===== src/rtl/ddr_cmd_pkg.sv =====
package ddr_cmd_pkg;
  localparam int ADDR_W  = 13;
  localparam int AP_BIT  = 10;
  localparam int BL_LSB  = 0;
  localparam int BL_W    = 3;
  localparam int BT_BIT  = 3;
  localparam int CL_LSB  = 4;
  localparam int CL_W    = 3;
  localparam int RSV_LSB = CL_LSB + CL_W;

  // low three bits of {csN,rasN,casN,weN} with chip select active
  localparam logic [2:0] OP_MODE = 3'b000;
  localparam logic [2:0] OP_REF  = 3'b001;
  localparam logic [2:0] OP_PRE  = 3'b010;
  localparam logic [2:0] OP_ACT  = 3'b011;
  localparam logic [2:0] OP_WR   = 3'b100;
  localparam logic [2:0] OP_RD   = 3'b101;
  localparam logic [2:0] OP_BST  = 3'b110;

  typedef enum logic [3:0] {
    CMD_NOP     = 4'd0,
    CMD_MRS     = 4'd1,
    CMD_EMRS    = 4'd2,
    CMD_REF     = 4'd3,
    CMD_SR_IN   = 4'd4,
    CMD_SR_OUT  = 4'd5,
    CMD_ACT     = 4'd6,
    CMD_RD      = 4'd7,
    CMD_WR      = 4'd8,
    CMD_BST     = 4'd9,
    CMD_PRE_ONE = 4'd10,
    CMD_PRE_ALL = 4'd11,
    CMD_PD_PRE  = 4'd12,
    CMD_PD_ACT  = 4'd13,
    CMD_PD_OUT  = 4'd14
  } cmd_e;
  localparam int CMD_N = 15;

  typedef enum logic [1:0] {LP_NONE, LP_PD, LP_SR} lp_e;

  typedef struct packed {
    logic              baseLoad;
    logic [ADDR_W-1:0] opCode;
  } mode_req_t;
endpackage


===== src/rtl/ddr_cmd_mode.sv =====
module ddr_cmd_mode
  import ddr_cmd_pkg::*;
#(
  parameter logic [3:0] RST_BL = 4'd4,
  parameter logic       RST_BT = 1'b0,
  parameter logic [3:0] RST_CL = 4'd6
) (
  input  logic       clk,
  input  logic       rstN,
  input  mode_req_t  req,
  output logic [3:0] burstLen,
  output logic       burstType,
  output logic [3:0] casLatHalf,
  output logic       modeErr
);
  logic [BL_W-1:0] blField;
  logic [CL_W-1:0] clField;
  logic            blOk, clOk, rsvOk, legal;
  logic [3:0]      blNext, clNext;

  assign blField = req.opCode[BL_LSB +: BL_W];
  assign clField = req.opCode[CL_LSB +: CL_W];

  always_comb begin
    blOk   = (blField == 3'd1) || (blField == 3'd2) || (blField == 3'd3);
    blNext = 4'd1 << blField[1:0];
    clOk   = 1'b1;
    unique case (clField)
      3'd2:    clNext = 4'd4;
      3'd3:    clNext = 4'd6;
      3'd6:    clNext = 4'd5;
      default: begin clNext = casLatHalf; clOk = 1'b0; end
    endcase
    rsvOk = ~|req.opCode[ADDR_W-1:RSV_LSB];
    legal = blOk && clOk && rsvOk;
  end

  always_ff @(posedge clk or negedge rstN) begin
    if (!rstN) begin
      burstLen   <= RST_BL;
      burstType  <= RST_BT;
      casLatHalf <= RST_CL;
      modeErr    <= 1'b0;
    end else if (req.baseLoad) begin
      if (legal) begin
        burstLen   <= blNext;
        burstType  <= req.opCode[BT_BIT];
        casLatHalf <= clNext;
        modeErr    <= 1'b0;
      end else begin
        modeErr    <= 1'b1;
      end
    end
  end

  // settings move only after a base mode load
  p_mode_only_on_load_r8: assert property (@(posedge clk) disable iff (!rstN)
    !$past(req.baseLoad) |-> ($stable(burstLen) && $stable(burstType) && $stable(casLatHalf)));

  // an error flag raise never comes with a settings change
  p_err_keeps_mode_r9: assert property (@(posedge clk) disable iff (!rstN)
    $rose(modeErr) |-> ($stable(burstLen) && $stable(burstType) && $stable(casLatHalf)));
endmodule


===== src/rtl/ddr_cmd_ctrl.sv =====
module ddr_cmd_ctrl
  import ddr_cmd_pkg::*;
#(
  parameter int BANK_W = 2
) (
  input  logic              clk,
  input  logic              rstN,
  input  logic              cke,
  input  logic              csN,
  input  logic              rasN,
  input  logic              casN,
  input  logic              weN,
  input  logic [BANK_W-1:0] ba,
  input  logic [ADDR_W-1:0] addr,
  output logic [CMD_N-1:0]  cmdOneHot,
  output logic [BANK_W-1:0] cmdBank,
  output logic              autoPre,
  output mode_req_t         modeReq
);
  localparam int BANKS = 1 << BANK_W;

  logic             ckePrevQ;
  lp_e              lpQ, lpD;
  logic [BANKS-1:0] openQ, openD;
  cmd_e             nextCmd;
  logic [CMD_N-1:0] oneHotD;
  logic             apBit, isMode0, isMode1;

  assign apBit   = addr[AP_BIT];
  assign isMode0 = (ba[BANK_W-1:1] == '0) && !ba[0];
  assign isMode1 = (ba[BANK_W-1:1] == '0) &&  ba[0];

  always_comb begin
    nextCmd          = CMD_NOP;
    lpD              = lpQ;
    openD            = openQ;
    modeReq.baseLoad = 1'b0;
    modeReq.opCode   = addr;
    if (ckePrevQ && cke) begin
      if (!csN) begin
        unique case ({rasN, casN, weN})
          OP_MODE: begin
            if (isMode0) begin
              nextCmd          = CMD_MRS;
              modeReq.baseLoad = 1'b1;
            end else if (isMode1) begin
              nextCmd = CMD_EMRS;
            end
          end
          OP_REF: nextCmd = CMD_REF;
          OP_ACT: begin nextCmd = CMD_ACT; openD[ba] = 1'b1; end
          OP_RD:  begin nextCmd = CMD_RD; if (apBit) openD[ba] = 1'b0; end
          OP_WR:  begin nextCmd = CMD_WR; if (apBit) openD[ba] = 1'b0; end
          OP_BST: nextCmd = CMD_BST;
          OP_PRE: begin
            if (apBit) begin nextCmd = CMD_PRE_ALL; openD = '0; end
            else       begin nextCmd = CMD_PRE_ONE; openD[ba] = 1'b0; end
          end
          default: nextCmd = CMD_NOP;
        endcase
      end
    end else if (ckePrevQ && !cke) begin
      if (!csN && {rasN, casN, weN} == OP_REF) begin
        nextCmd = CMD_SR_IN;
        lpD     = LP_SR;
      end else begin
        nextCmd = (|openQ) ? CMD_PD_ACT : CMD_PD_PRE;
        lpD     = LP_PD;
      end
    end else if (!ckePrevQ && cke) begin
      nextCmd = (lpQ == LP_SR) ? CMD_SR_OUT : CMD_PD_OUT;
      lpD     = LP_NONE;
    end
  end

  always_comb begin
    oneHotD          = '0;
    oneHotD[nextCmd] = 1'b1;
  end

  always_ff @(posedge clk or negedge rstN) begin
    if (!rstN) begin
      ckePrevQ  <= 1'b1;
      lpQ       <= LP_NONE;
      openQ     <= '0;
      cmdOneHot <= CMD_N'(1);
      cmdBank   <= '0;
      autoPre   <= 1'b0;
    end else begin
      ckePrevQ  <= cke;
      lpQ       <= lpD;
      openQ     <= openD;
      cmdOneHot <= oneHotD;
      cmdBank   <= ba;
      autoPre   <= apBit && (nextCmd == CMD_RD || nextCmd == CMD_WR);
    end
  end

  // one strobe per cycle
  p_one_hot_r1: assert property (@(posedge clk) disable iff (!rstN)
    $countones(cmdOneHot) == 1);

  // array commands only with clock enable high on both samples
  p_normal_needs_cke_r3: assert property (@(posedge clk) disable iff (!rstN)
    (cmdOneHot[CMD_ACT] || cmdOneHot[CMD_RD] || cmdOneHot[CMD_WR])
      |-> ($past(cke) && $past(ckePrevQ)));

  // auto-precharge flag only beside read or write
  p_autopre_r4: assert property (@(posedge clk) disable iff (!rstN)
    autoPre |-> (cmdOneHot[CMD_RD] || cmdOneHot[CMD_WR]));

  // self-refresh exit only on a rising clock enable
  p_sr_exit_r5: assert property (@(posedge clk) disable iff (!rstN)
    cmdOneHot[CMD_SR_OUT] |-> ($past(cke) && !$past(ckePrevQ)));

  // active power-down only with a row open
  p_pd_type_r6: assert property (@(posedge clk) disable iff (!rstN)
    cmdOneHot[CMD_PD_ACT] |-> $past(|openQ));
endmodule


===== src/rtl/ddr_cmd_decoder.sv =====
module ddr_cmd_decoder
  import ddr_cmd_pkg::*;
#(
  parameter int BANK_W = 2
) (
  input  logic              clk,
  input  logic              rstN,
  input  logic              cke,
  input  logic              csN,
  input  logic              rasN,
  input  logic              casN,
  input  logic              weN,
  input  logic [BANK_W-1:0] ba,
  input  logic [ADDR_W-1:0] addr,
  output logic [CMD_N-1:0]  cmdOneHot,
  output logic [BANK_W-1:0] cmdBank,
  output logic              autoPre,
  output logic [3:0]        burstLen,
  output logic              burstType,
  output logic [3:0]        casLatHalf,
  output logic              modeErr
);
  mode_req_t modeReq;

  ddr_cmd_ctrl #(.BANK_W(BANK_W)) ctrl (
    .clk(clk), .rstN(rstN), .cke(cke), .csN(csN), .rasN(rasN), .casN(casN),
    .weN(weN), .ba(ba), .addr(addr), .cmdOneHot(cmdOneHot), .cmdBank(cmdBank),
    .autoPre(autoPre), .modeReq(modeReq)
  );

  ddr_cmd_mode mode (
    .clk(clk), .rstN(rstN), .req(modeReq), .burstLen(burstLen),
    .burstType(burstType), .casLatHalf(casLatHalf), .modeErr(modeErr)
  );
endmodule


===== config.mk =====
export PLATFORM = sky130hd
export DESIGN_NAME = ddr_cmd_decoder
export DESIGN_NICKNAME = d
export VERILOG_FILES = /design/src/rtl/ddr_cmd_pkg.sv /design/src/rtl/ddr_cmd_mode.sv /design/src/rtl/ddr_cmd_ctrl.sv /design/src/rtl/ddr_cmd_decoder.sv
export SDC_FILE = /design/constraint.sdc
export NUM_CORES = 1
export LEC_CHECK = 0
export BUFFER_PORTS_ARGS = -buffer_cell sky130_fd_sc_hd__buf_4
export CORE_MARGIN = 1
export CORE_UTILIZATION = 45
export CTS_CLUSTER_SIZE = 25
export DETAILED_ROUTE_END_ITERATION = 16
export GPL_TIMING_DRIVEN = 0
export HOLD_SLACK_MARGIN = 0.02
export PLACE_DENSITY = 0.73
export SYNTH_ARGS = -nofsm -noshare
export SYNTH_HDL_FRONTEND = slang
export SYNTH_HIERARCHICAL = 1
export SYNTH_SLANG_ARGS = --single-unit

===== constraint.sdc =====
create_clock -name clk -period 2.4 [get_ports clk]
set_clock_uncertainty 0.2 [all_clocks]
set_input_delay 0.36 -clock clk [delete_from_list [all_inputs] [get_ports clk]]
set_output_delay 0.36 -clock clk [all_outputs]
set_load 0.02 [all_outputs]

==> results of run 1 <==
[synthesized netlist by cell type, types with 3 or more instances]
master | number | area, um2
dfrtp_1 | 29 | 726
buf_4 | 16 | 120
nor3_1 | 15 | 75.1
inv_1 | 9 | 33.8
nor2_1 | 7 | 26.3
o21ai_0 | 7 | 35.0
o21ai_1 | 7 | 35.0
a21oi_1 | 5 | 25.0
nor2b_1 | 5 | 31.3
buf_2 | 4 | 20.0
dfstp_2 | 4 | 105
ha_1 | 4 | 50.1
nand2_1 | 4 | 15.0
o31ai_1 | 4 | 30.0
mux2_4 | 3 | 45.0
[registers in the layout (all words and copies together) (netlist names)]
signal           count
ctrl/cmdOneHot      15
ctrl/openQ           4
mode/burstLen        4
ctrl/cmdBank         2
ctrl/lpQ             2
mode/casLatHalf      2
ctrl/autoPre         1
ctrl/ckePrevQ        1
mode/burstType       1
mode/modeErr         1
[area by class of cell]
cell class	count	area share (%)
inverters	9	1.50
flip-flops and latches	33	36.9
plain buffers	21	7.01
repair buffers	35	11.9
clock buffers	5	3.06
clock inverters	3	2.89
multi-input cells	103	34.0
well taps	48	2.67
[worst min-delay path by stage]
stage / endpoint / slack [ps] / depth (start not counted)
after floorplan: ctrl/autoPre / -140 / 0
after global placement: ctrl/cmdOneHot[3] / 110 / 1
after detailed placement: ctrl/cmdOneHot[3] / 120 / 1
after CTS: ctrl/cmdBank[0] / 40 / 1
after global routing: ctrl/cmdBank[0] / 40 / 1
final: ctrl/cmdBank[0] / 50 / 1
[what timing repair did]
action	4_1_cts	5_1_grt
gates resized for setup	4	4
pin swaps	1	0
buffers inserted	1	0
hold endpoints to repair	30	0
cloned	0	0
hold buffers	2	0
endpoints found under the setup margin	6	5
[stage by stage]
stage	TNS [ps]	instance area, um2
floorplan	0	1750
global placement	-430	2050
detailed placement	-925	2050
CTS	0	2220
global route	0	2250
finish	0	2250
[power breakdown]
part           total (uW)  internal, uW  switching [uW]
Clock                 615           412             203
Sequential            616           598            18.3
Combinational         253           108             146
[worst max-delay path: cells and delay by family, from the launching register on]
| family | cells | cell delay (ps) |
|---|---|---|
| multiplexers | 1 | 300 |
| flip-flops | 1 | 560 |
| adder cells (fa/ha/maj) | 1 | 160 |
| AO/OA/AOI/OAI | 2 | 410 |
| AND/OR/NAND/NOR | 2 | 420 |
| buffers and inverters | 1 | 140 |
[metal layers]
metal,vias to the layer above,GRT usage [%]
li1,663,-
met1,659,21.0
met2,37,31.8
met3,7,5.18
met4,0,11.9
met5,-,0
[kinds of logic (layout without fill, tap and decap cells)]
kind of cell / Yosys count / count (layout)
compound gates: 40 / 40
xor+xnor: 1 / 1
fa+ha+maj: 4 / 4
buf+inv: 30 / 73
flops: 33 / 33
mux: 4 / 4
other cells: 2 / 2
simple gates: 52 / 52
==> results.md, run 1 <==
- Overall power consumption after layout is estimated at 1480 uW.
- The via count of the first global-routing pass is 1357.
- The total detailed-routing wirelength is 3570 um.
- The count of mapped cells out of synthesis is 166.
- Multiplexer cells account for 3.15% of the synthesized area.
- For this design the top-level I/O count stands at 50.
- Setup violations remaining at the end of the flow were counted as 0.
- In this run the worst path has a maximum fanout of 10.
- Of the total synthesized cell area, the portion taken by AND, OR, NAND and NOR gates is 18.3%.
- For the worst setup path, the data required time is 2370 ps.
- The clock sink count is 33.
- STA classifies the critical path endpoint as a flop.
- On the critical path, the stage with the largest delay is an instance of dfstp_2.
- Setup slack on the critical path of the routed design comes to 91.9 ps.
- The top cell types in the final layout, fill and taps aside, are 49 x buf_4, 29 x dfrtp_1, 15 x nor3_1, 9 x inv_1.
- The leakage power summed over all cells is 0.00106 uW.
- In this run the tool buffered the top-level ports with 32 buffer cells.
- The number of rows created at floorplan is 22.
- Counting the fill cells in the layout gives 315.
- The maximum number of buffers from clock root to sink is 2.
- The worst slack on hold paths is 45.5 ps.
- Detailed routing inserted a total of 1366 vias.
- The insertion delay of the later-clocked pin in the worst-skew pair is 290 ps.
- The worst register-to-register path has a setup slack of 90 ps.
- STA classifies the critical path startpoint as a flop.
- The class of the tightest hold or removal check is in -> reg.
- The number of cell instances on the worst register-to-register path is 7.
- For this run the aggregate overflow at the end of global routing stands at 0.
- Counting flops with a built-in enable in the synthesized netlist gives 0.
- The final design utilization is 61.0%.
- The actual transition at the worst max-transition pin is 764 ps.
- The final-report max-slew violation count is 0.
- The complex-gate fraction of the synthesized area is 16.6%.
- The number of distinct library cell variants in the gate-level netlist after synthesis is 49.
- Across the whole layout, storage elements account for 831 um2.
- After clock tree synthesis, the clock-pin slew on the worst setup and hold paths is 70 ps.
- The adder-cell share of the synthesized area is 2.87%.
- The portion of the post-synthesis area used by sequential elements is 47.6%.
- Detailed routing placed a total of 1790 um of wire on met2.
- The wire length per cell is 13.9 um.
- TritonCTS created 5 clock buffers.
- In the synthesized netlist the dominant register cell turns out to be dfrtp_1.
- The category of the most critical setup path is reg -> reg.
- The height of the chip is 64.3 um.
- The maximum clock frequency is 433 MHz.
- In this run the critical register-to-register path is launched from ctrl/ckePrevQ.
- The start point of the worst hold path is ba[0].
- For this run, the slowest stage of the critical path takes 560 ps.
- The global routing usage summed across all routing layers is 18.9%.
- The first global-routing pass estimated 5840 um of wire.
- STA puts the critical path data arrival time at 2280 ps.
- Yosys printed 6 warnings.
- The area growth from synthesis to layout is 28.8%.
- After the first detailed-routing iteration, the DRC count stood at 38.
- The highest routing layer actually used is met4.
- The repair_antennas step left the layout with diodes totalling 0.
- The commonest non-fill, non-tap cell in the layout is buf_4.
- The flow ran to the end, and the final reports show no timing, DRC or antenna violations.
- The number of max-cap violations is 0.
- The number of remaining DRC errors is 0.
- The minimum setup slack after placement is -191 ps.
- The detail-routed via count per cell is 5.32.
- Synthesis produced a netlist with a net count of 192.
- The starting utilization of the core area is 47.4%.
- Entering global routing, the biggest net connects 34 pins.
- The multi-input gate area in the final layout is 766 um2.
- The die outline area is 4130 um2.
- The final critical-path share of the clock period is 96.2%.
- The core area is 3690 um2.
- For this run, asynchronously set or reset flops after synthesis account for 100%.
- After layout, the minimum clock period comes to 2310 ps.
- Measured along the x axis, the die boundary spans 64.3 um.
- The detailed router put a total of 1540 um of wire on met1.
- The final weighted congestion in routability-driven placement is 0.799.
- The end point of the critical path is mode/burstType.
- The critical path goes through ha_4, buf_6, and4_4, nor4b_4, o2111ai_2, a21o_4, mux2_4.
- The final-report hold violation count is 0.
- The count of nets left with antenna violations once routing finished came out at 0.
- The worst pin sits at a relative slew slack of 48.8%.
- The CTS tree is yes.
- The reg-to-reg endpoint is mode/burstType.
- After the last flow step, the layout net total stands at 234.
- The detailed-router iteration count before antenna repair is 4.
- After detailed placement, the design holds a cell count of 246.
- The routed design uses 171 um of met3 wire.
- The layout cell share with drive strength beyond 1 is 40.2%.
- CTS built an H-tree with a depth of 2.
- The dominant combinational cell family by area after synthesis is simple AND/OR/NAND/NOR gates.
- Setup repair after global routing left no endpoint under its margin.
- The number of antenna violations at the first check in global routing is 0.
- Dividing total power by cell area gives a power density of 660 nW/um2.
- The cell at the root of the clock tree is clkbuf_8.
- The finished layout holds 257 standard cells, fillers aside.
- The worst voltage drop across the vdd grid is 0.331 mV.
- The xor/xnor share of the synthesized area is 0.501%.
- The post-synthesis area per instance is 10.5 um2.
- The HPWL after detailed placement is 2630 um.
- The synthesized netlist occupies a cell area of 1750 um2.
- The count of state elements after synthesis is 33.
- The origin of the worst setup path is ctrl/ckePrevQ.
(Power assumes the default switching activity.)
==> inputs of run 2 (changes only) <==
--- a/config.mk
+++ b/config.mk
@@ -10,9 +10,8 @@
 export CORE_UTILIZATION = 45
 export CTS_CLUSTER_SIZE = 25
 export DETAILED_ROUTE_END_ITERATION = 16
-export GPL_TIMING_DRIVEN = 0
 export HOLD_SLACK_MARGIN = 0.02
-export PLACE_DENSITY = 0.73
+export PLACE_DENSITY = 0.71
 export SYNTH_ARGS = -nofsm -noshare
 export SYNTH_HDL_FRONTEND = slang
 export SYNTH_HIERARCHICAL = 1
==> constraint.sdc (replaced) <==
create_clock -name clk -period 2.42 [get_ports clk]
set_clock_uncertainty 0.2 [all_clocks]
set_input_delay 0.363 -clock clk [delete_from_list [all_inputs] [get_ports clk]]
set_output_delay 0.363 -clock clk [all_outputs]
set_load 0.1 [all_outputs]
==> results.md, run 2 (same netlist as run 1, synthesis figures left out) <==
- The final-report hold violation count was 0.
- The final-report max-slew violation count was 0.
- Overall power consumption after layout is estimated at 1420 uW.
- The number of instances in the placed design is 244.
- The commonest non-fill, non-tap cell in the layout is buf_4.
- The total detailed-routing wirelength is 3460 um.
- The layout has 339 filler cells.
- Entering global routing, the biggest net connects 34 pins.
- The total clock buffers created by CTS is 5.
- The worst path uses 94.8% of the clock period.
- After detailed routing, the number of remaining DRC violations is 0.
- The category of the most critical setup path is reg -> reg.
- For this run, the total global-route usage over all layers was measured as 19.3%.
- Dividing total power by cell area gives a power density of 660 nW/um2.
- The final standard cell count with taps included and fillers excluded is 254.
- The tool flagged a number of max-cap violations equal to 0.
- For this design the top-level I/O count stands at 50.
- The data required time at the worst endpoint is 2390 ps.
- Row generation in the floorplan step produced 22 rows.
- The number of cells upsized or downsized after cts is 0.
- The height of the chip is 64.3 um.
- From synthesis to final layout, the design area changed by 23.6%.
- The category of the worst setup path launch point is a flop.
- The wire length per cell is 13.6 um.
- In this run the standard cell core region covers 3690 um2.
- Once the floorplan was initialized, standard cells occupied 47.4% of the core.
- The via count of the first global-routing pass is 1327.
- The insertion delay of the later-clocked pin in the worst-skew pair is 280 ps.
- The worst voltage drop across the vdd grid is 0.421 mV.
- After the first detailed-routing iteration, the DRC count stood at 30.
- Across all hold checks on the routed design, the worst slack comes to 47.7 ps.
- The cell at the root of the clock tree is clkbuf_8.
- The final setup violation count is 0.
- For this design the static power due to leakage is 0.00102 uW.
- The count of buffers added on input and output ports is 47.
- The CTS tree is yes.
- The number of antenna diodes in the final layout is 0.
- The number of antenna violations at the first check in global routing came to 0.
- The worst pin sits at a relative slew slack of 66.6%.
- The detailed-router iteration count before antenna repair is 5.
- At the pin with the least slew margin, the transition time is 502 ps.
- In the layout the commonest cells are 51 x buf_4, 29 x dfrtp_1, 15 x nor3_1, 9 x inv_1.
- STA classifies the critical path endpoint as a flop.
- Summed over all layers, the global routing overflow is 0.
- The total number of nets in the final design is 231.
- Clock-pin slew was measured on the worst setup and hold paths at 70 ps.
- The register with the most flip-flops in the layout has 15 of them.
- The run finished with clean final reports.
- In this run the horizontal extent of the chip is 64.3 um.
- The H-tree level count is 2.
- For this run, the top clock speed supported by timing is 436 MHz.
- The clock drives 33 sinks.
- The final weighted congestion in routability-driven placement is 0.846.
- The die covers 4130 um2.
- The detail-routed via count per cell is 5.39.
- Counting along the longest clock path gives a buffer depth of 2.
- The tightest min-delay check is of the in -> reg type.
- The maximum fanout along the worst path is 6.
- The final period demand of the worst path is 2290 ps.
- In the final layout, the registers with the most flip-flops are ctrl/cmdOneHot: 15 flops, ctrl/openQ: 4 flops, mode/burstLen: 4 flops.
- The post-route antenna net violation count is 0.
- The signal arrival time at the worst endpoint is 2260 ps.
- Setup repair after global routing left no endpoint under its margin.
- The final-layout setup total negative slack is 0 ps.
- The layout cell share with drive strength beyond 1 is 37.4%.
- Once layout is complete, the utilization of the core stands at 58.5%.
- The HPWL after detailed placement is 2600 um.
- The detailed router placed 1369 vias in this run.
- The register with the most flip-flops is ctrl/cmdOneHot.
- The first global-routing pass estimated 5980 um of wire.
## run 2: cell types whose count changed in the layout (fill, tap and decap cells not counted), sizes merged
cell,delta
buf,-3
bufinv,-2
clkbuf,+2
## run 2: metal layers
metal	share of wire [%]	global-route usage [%]	vias up
met5	0	0	-
met4	2.0	11.4	0
met3	5.0	5.18	8
met2	50	30.5	41
met1	43	23.5	662
li1	-	-	658
## run 2: stage by stage
| step | area [um2] | setup WS (ps) |
|---|---|---|
| 2_1_floorplan | 1750 | 47.1 |
| 3_3_place_gp | 2040 | 217 |
| 3_5_place_dp | 2040 | 141 |
| 4_1_cts | 2160 | 127 |
| 5_1_grt | 2160 | 35.1 |
| 6_report | 2160 | 125 |
## run 2: path summary, 6_finish.rpt
check / cells past startpoint / slack (ps) / endpoint / from
worst min-delay path: 1 / 50 / ctrl/cmdBank[0] / ba[0]
worst max-delay path: 6 / 130 / mode/burstType / ctrl/ckePrevQ
worst min register to register: 1 / 300 / mode/burstLen[0] / mode/burstLen[0]
max in group asynchronous: 2 / 1340 / mode/casLatHalf[1] / rstN
worst max register to register: 6 / 130 / mode/burstType / ctrl/ckePrevQ
min in group asynchronous: 2 / 360 / ctrl/cmdOneHot[3] / rstN
## run 2: what timing repair did
| action | CTS | global route |
|---|---|---|
| buffers inserted | 0 | 0 |
| hold endpoints to repair | 30 | 0 |
| hold buffers | 2 | 0 |
## run 2: final cells by class
type	count	area [um2]	share of cell area (%)
sequential	33	831	38.5
multi-input combinational	103	731	33.8
timing repair buffer	53	403	18.7
clock buffer	7	96.3	4.46
tap	48	60.1	2.78
inverter	9	33.8	1.56
clock inverter	1	5.00	0.232
## run 2: critical path, stage by stage (launching register included)
cell and delay (ps):
dfstp_2 540, ha_1 170, and4_1 210, nor4b_2 250
o2111ai_2 230, a21o_4 270, mux2_4 300
## run 2: power by group
part	leakage (uW)	switching [uW]	internal, uW
logic	0.000543	268	103
clock network	0.0000542	184	257
registers	0.000425	18.9	593
==> inputs of run 3 (changes only) <==
--- a/config.mk
+++ b/config.mk
@@ -7,11 +7,11 @@
 export LEC_CHECK = 0
 export BUFFER_PORTS_ARGS = -buffer_cell sky130_fd_sc_hd__buf_4
 export CORE_MARGIN = 1
-export CORE_UTILIZATION = 45
+export CORE_UTILIZATION = 51
 export CTS_CLUSTER_SIZE = 25
 export DETAILED_ROUTE_END_ITERATION = 16
 export HOLD_SLACK_MARGIN = 0.02
-export PLACE_DENSITY = 0.71
+export PLACE_DENSITY = 0.79
 export SYNTH_ARGS = -nofsm -noshare
 export SYNTH_HDL_FRONTEND = slang
 export SYNTH_HIERARCHICAL = 1
==> results.md, run 3 (same netlist as run 1, synthesis figures left out) <==
- The run finished with clean final reports.
- More flip-flops sit in one register than any other, and that register is ctrl/cmdOneHot.
- The global-route congestion overflow total is 0.
- The signal arrival time at the worst endpoint is 2390 ps.
- The insertion delay of the later-clocked pin in the worst-skew pair is 330 ps.
- The die is 60.5 um wide.
- The final critical path takes up 97.6% of the cycle.
- The net switching power of the design is 459 uW.
- The leakage power summed over all cells is 0.00103 uW.
- The share of total power dissipated in combinational logic is 28.5%.
- Fill cells in the final layout number 239.
- Routability-driven placement finished with a final weighted congestion of 0.838.
- Setup violations remaining at the end of the flow were counted as 0.
- Net switching is 34.6% of the power.
- The cell with the biggest individual delay on the critical path is dlygate4sd3_1.
- In this run the worst hold path is classified as in -> reg.
- The via count of the first global-routing pass is 1203.
- The number of setup buffers added after CTS is 0.
- The worst setup path is captured at a flop.
- Internal power comes to 868 uW.
- The count of nets left with antenna violations once routing finished came out at 0.
- Entering global routing, the biggest net connects 34 pins.
- Row generation in the floorplan step produced 20 rows.
- The clock tree synthesis step divided the H-tree into 2 levels.
- Leaving out fill and tap cells, the most frequent cells in the layout are 51 x buf_4, 29 x dfrtp_1, 14 x nor3_1, 9 x inv_1.
- The detailed-router iteration count before antenna repair is 4.
- The final route contains 1352 vias.
- Detailed placement finished with a half-perimeter wire length of 2470 um.
- The register cell area after layout is 831 um2.
- From bottom edge to top edge, the die measures 60.5 um.
- The worst setup path is of the in -> reg kind.
- The max-slew headroom at the worst pin is 59.9%.
- For this configuration, the core starts out at a cell density of 55.4%.
- The total power density per cell area is 610 nW/um2.
- The commonest non-fill, non-tap cell in the layout is buf_4.
- For this run, the total global-route usage over all layers was measured as 20.2%.
- The core area is 3150 um2.
- The largest stage delay on the critical path is 530 ps.
- The cell at the root of the clock tree is clkbuf_4.
- In the final layout, the multi-input gates occupy 762 um2.
- The first-pass GRT wire length is 5280 um.
- The dominant delay contributor by cell family on the critical path is buffers and inverters.
- The area growth from synthesis to layout is 24.5%.
- The total detailed-routing wirelength is 3360 um.
- The share of total power in sequential cells is 45.9%.
- Timing would allow up to 423 MHz.
- The number of antenna violations at the first check in global routing came to 0.
- The data required time at the worst endpoint is 2450 ps.
- The number of antenna diodes in the final layout is 0.
- The final-report hold violation count is 0.
- For this run, design rule violations remaining after detail routing come to 0.
- In the final routed layout, each cell accounts on average for 13.3 um.
- STA classifies the critical path startpoint as an input port.
- The CTS tree is yes.
- In the final layout, the registers with the most flip-flops are ctrl/cmdOneHot: 15 flops, ctrl/openQ: 4 flops, mode/burstLen: 4 flops.
- The violation count after the first detailed-route iteration is 60.
- The clock sink count is 33.
- Counting the buffers created by CTS gives 5.
- The longest clock path from root to sink contains 2 buffers.
- The signal on the critical path passes through dlygate4sd3_1, buf_4, ha_1, and4_1, nor4b_4, o2111ai_2, a21o_4, mux2_4.
- The final layout contains 233 nets.
- After clock tree synthesis, the clock-pin slew on the worst setup and hold paths is 100 ps.
- VDD sags by at most 0.305 mV.
- The actual transition at the worst max-transition pin is 592 ps.
- The finished cells cover 2170 um2.
- In this run, the clock network consumes 25.5% of the power.
- The number of ports placed on the die boundary is 50.
- The number of max-cap violations is 0.
- The flip-flop count of the largest register, all copies and words added is 15.
- Along the worst path, the maximum fanout reaches 6.
- The final period demand of the worst path is 2360 ps.
- After detailed placement, the total cell area comes to 2030 um2.
- The floorplan step defined a die boundary enclosing 3660 um2.
- The setup slack of the most critical reg-to-reg path is 180 ps.
- The port buffer count is 47.
- In the routed layout, each cell is associated on average with a via count of 5.37.
- The final-report max-slew violation count was 0.
- The worst slack on hold paths is 57.7 ps.
- The post-route netlist has 39.4% of its cells at a drive strength greater than 1.
- The number of buffer and inverter instances along the worst setup path is 2.
## run 3: cell count changes in the layout (fill, tap and decap cells not counted), sizes merged
cell         previous run  this run
dlygate4sd3             2         4
## run 3: layout make-up
class / instances / share of cell area, %
clock buffer: 7 / 2.99
inverter: 9 / 1.55
tap: 44 / 2.53
clock inverter: 1 / 0.230
timing repair buffer: 55 / 19.4
sequential: 33 / 38.2
multi-input combinational: 103 / 35.0
## run 3: through the flow
stage / power (uW) / worst slack [ps] / utilization, % / setup TNS [ps] / instances
after floorplan: 901 / 47.1 / - / 0 / 166
after global placement: 979 / 218 / 64.5 / 0 / 240
after detailed placement: 986 / 159 / 64.5 / 0 / 240
after CTS: 1330 / 26.6 / 68.0 / 0 / 252
after global routing: 1390 / -15.8 / 69.0 / -34.7 / 252
final: 1330 / 58.2 / 69.0 / 0 / 252
## run 3: repair_timing
action / in CTS / in global routing
hold endpoints to repair: 32 / 0
resized for setup: 0 / 6
setup endpoints to repair: 0 / 19
hold buffers: 4 / 0
## run 3: final timing paths
check,endpoint,start,cells past startpoint
worst max-delay path,mode/burstLen[1],cke,8
max in group asynchronous,mode/casLatHalf[1],rstN,2
worst min register to register,ctrl/openQ[0],ctrl/openQ[0],2
worst min-delay path,mode/burstType,addr[3],2
worst max register to register,mode/burstLen[1],ctrl/ckePrevQ,6
min in group asynchronous,ctrl/lpQ[1],rstN,2
## run 3: power groups by stage
| stage | Combinational, uW | Clock (uW) | Sequential, uW |
|---|---|---|---|
| 6_report | 379 | 339 | 610 |
| 2_1_floorplan | 147 | 0 | 755 |
| 5_1_grt | 404 | 375 | 615 |
| 3_3_place_gp | 359 | 0 | 620 |
| 3_5_place_dp | 366 | 0 | 620 |
| 4_1_cts | 371 | 353 | 610 |
## run 3: per-layer routing
| layer | GRT usage (%) | vias to the layer above | wire length, um |
|---|---|---|---|
| met1 | 25.1 | 629 | 1430 |
| met2 | 32.0 | 54 | 1640 |
| met5 | 0 | - | 0 |
| met4 | 9.42 | 0 | 57 |
| met3 | 6.61 | 7 | 227 |
| li1 | - | 662 | - |
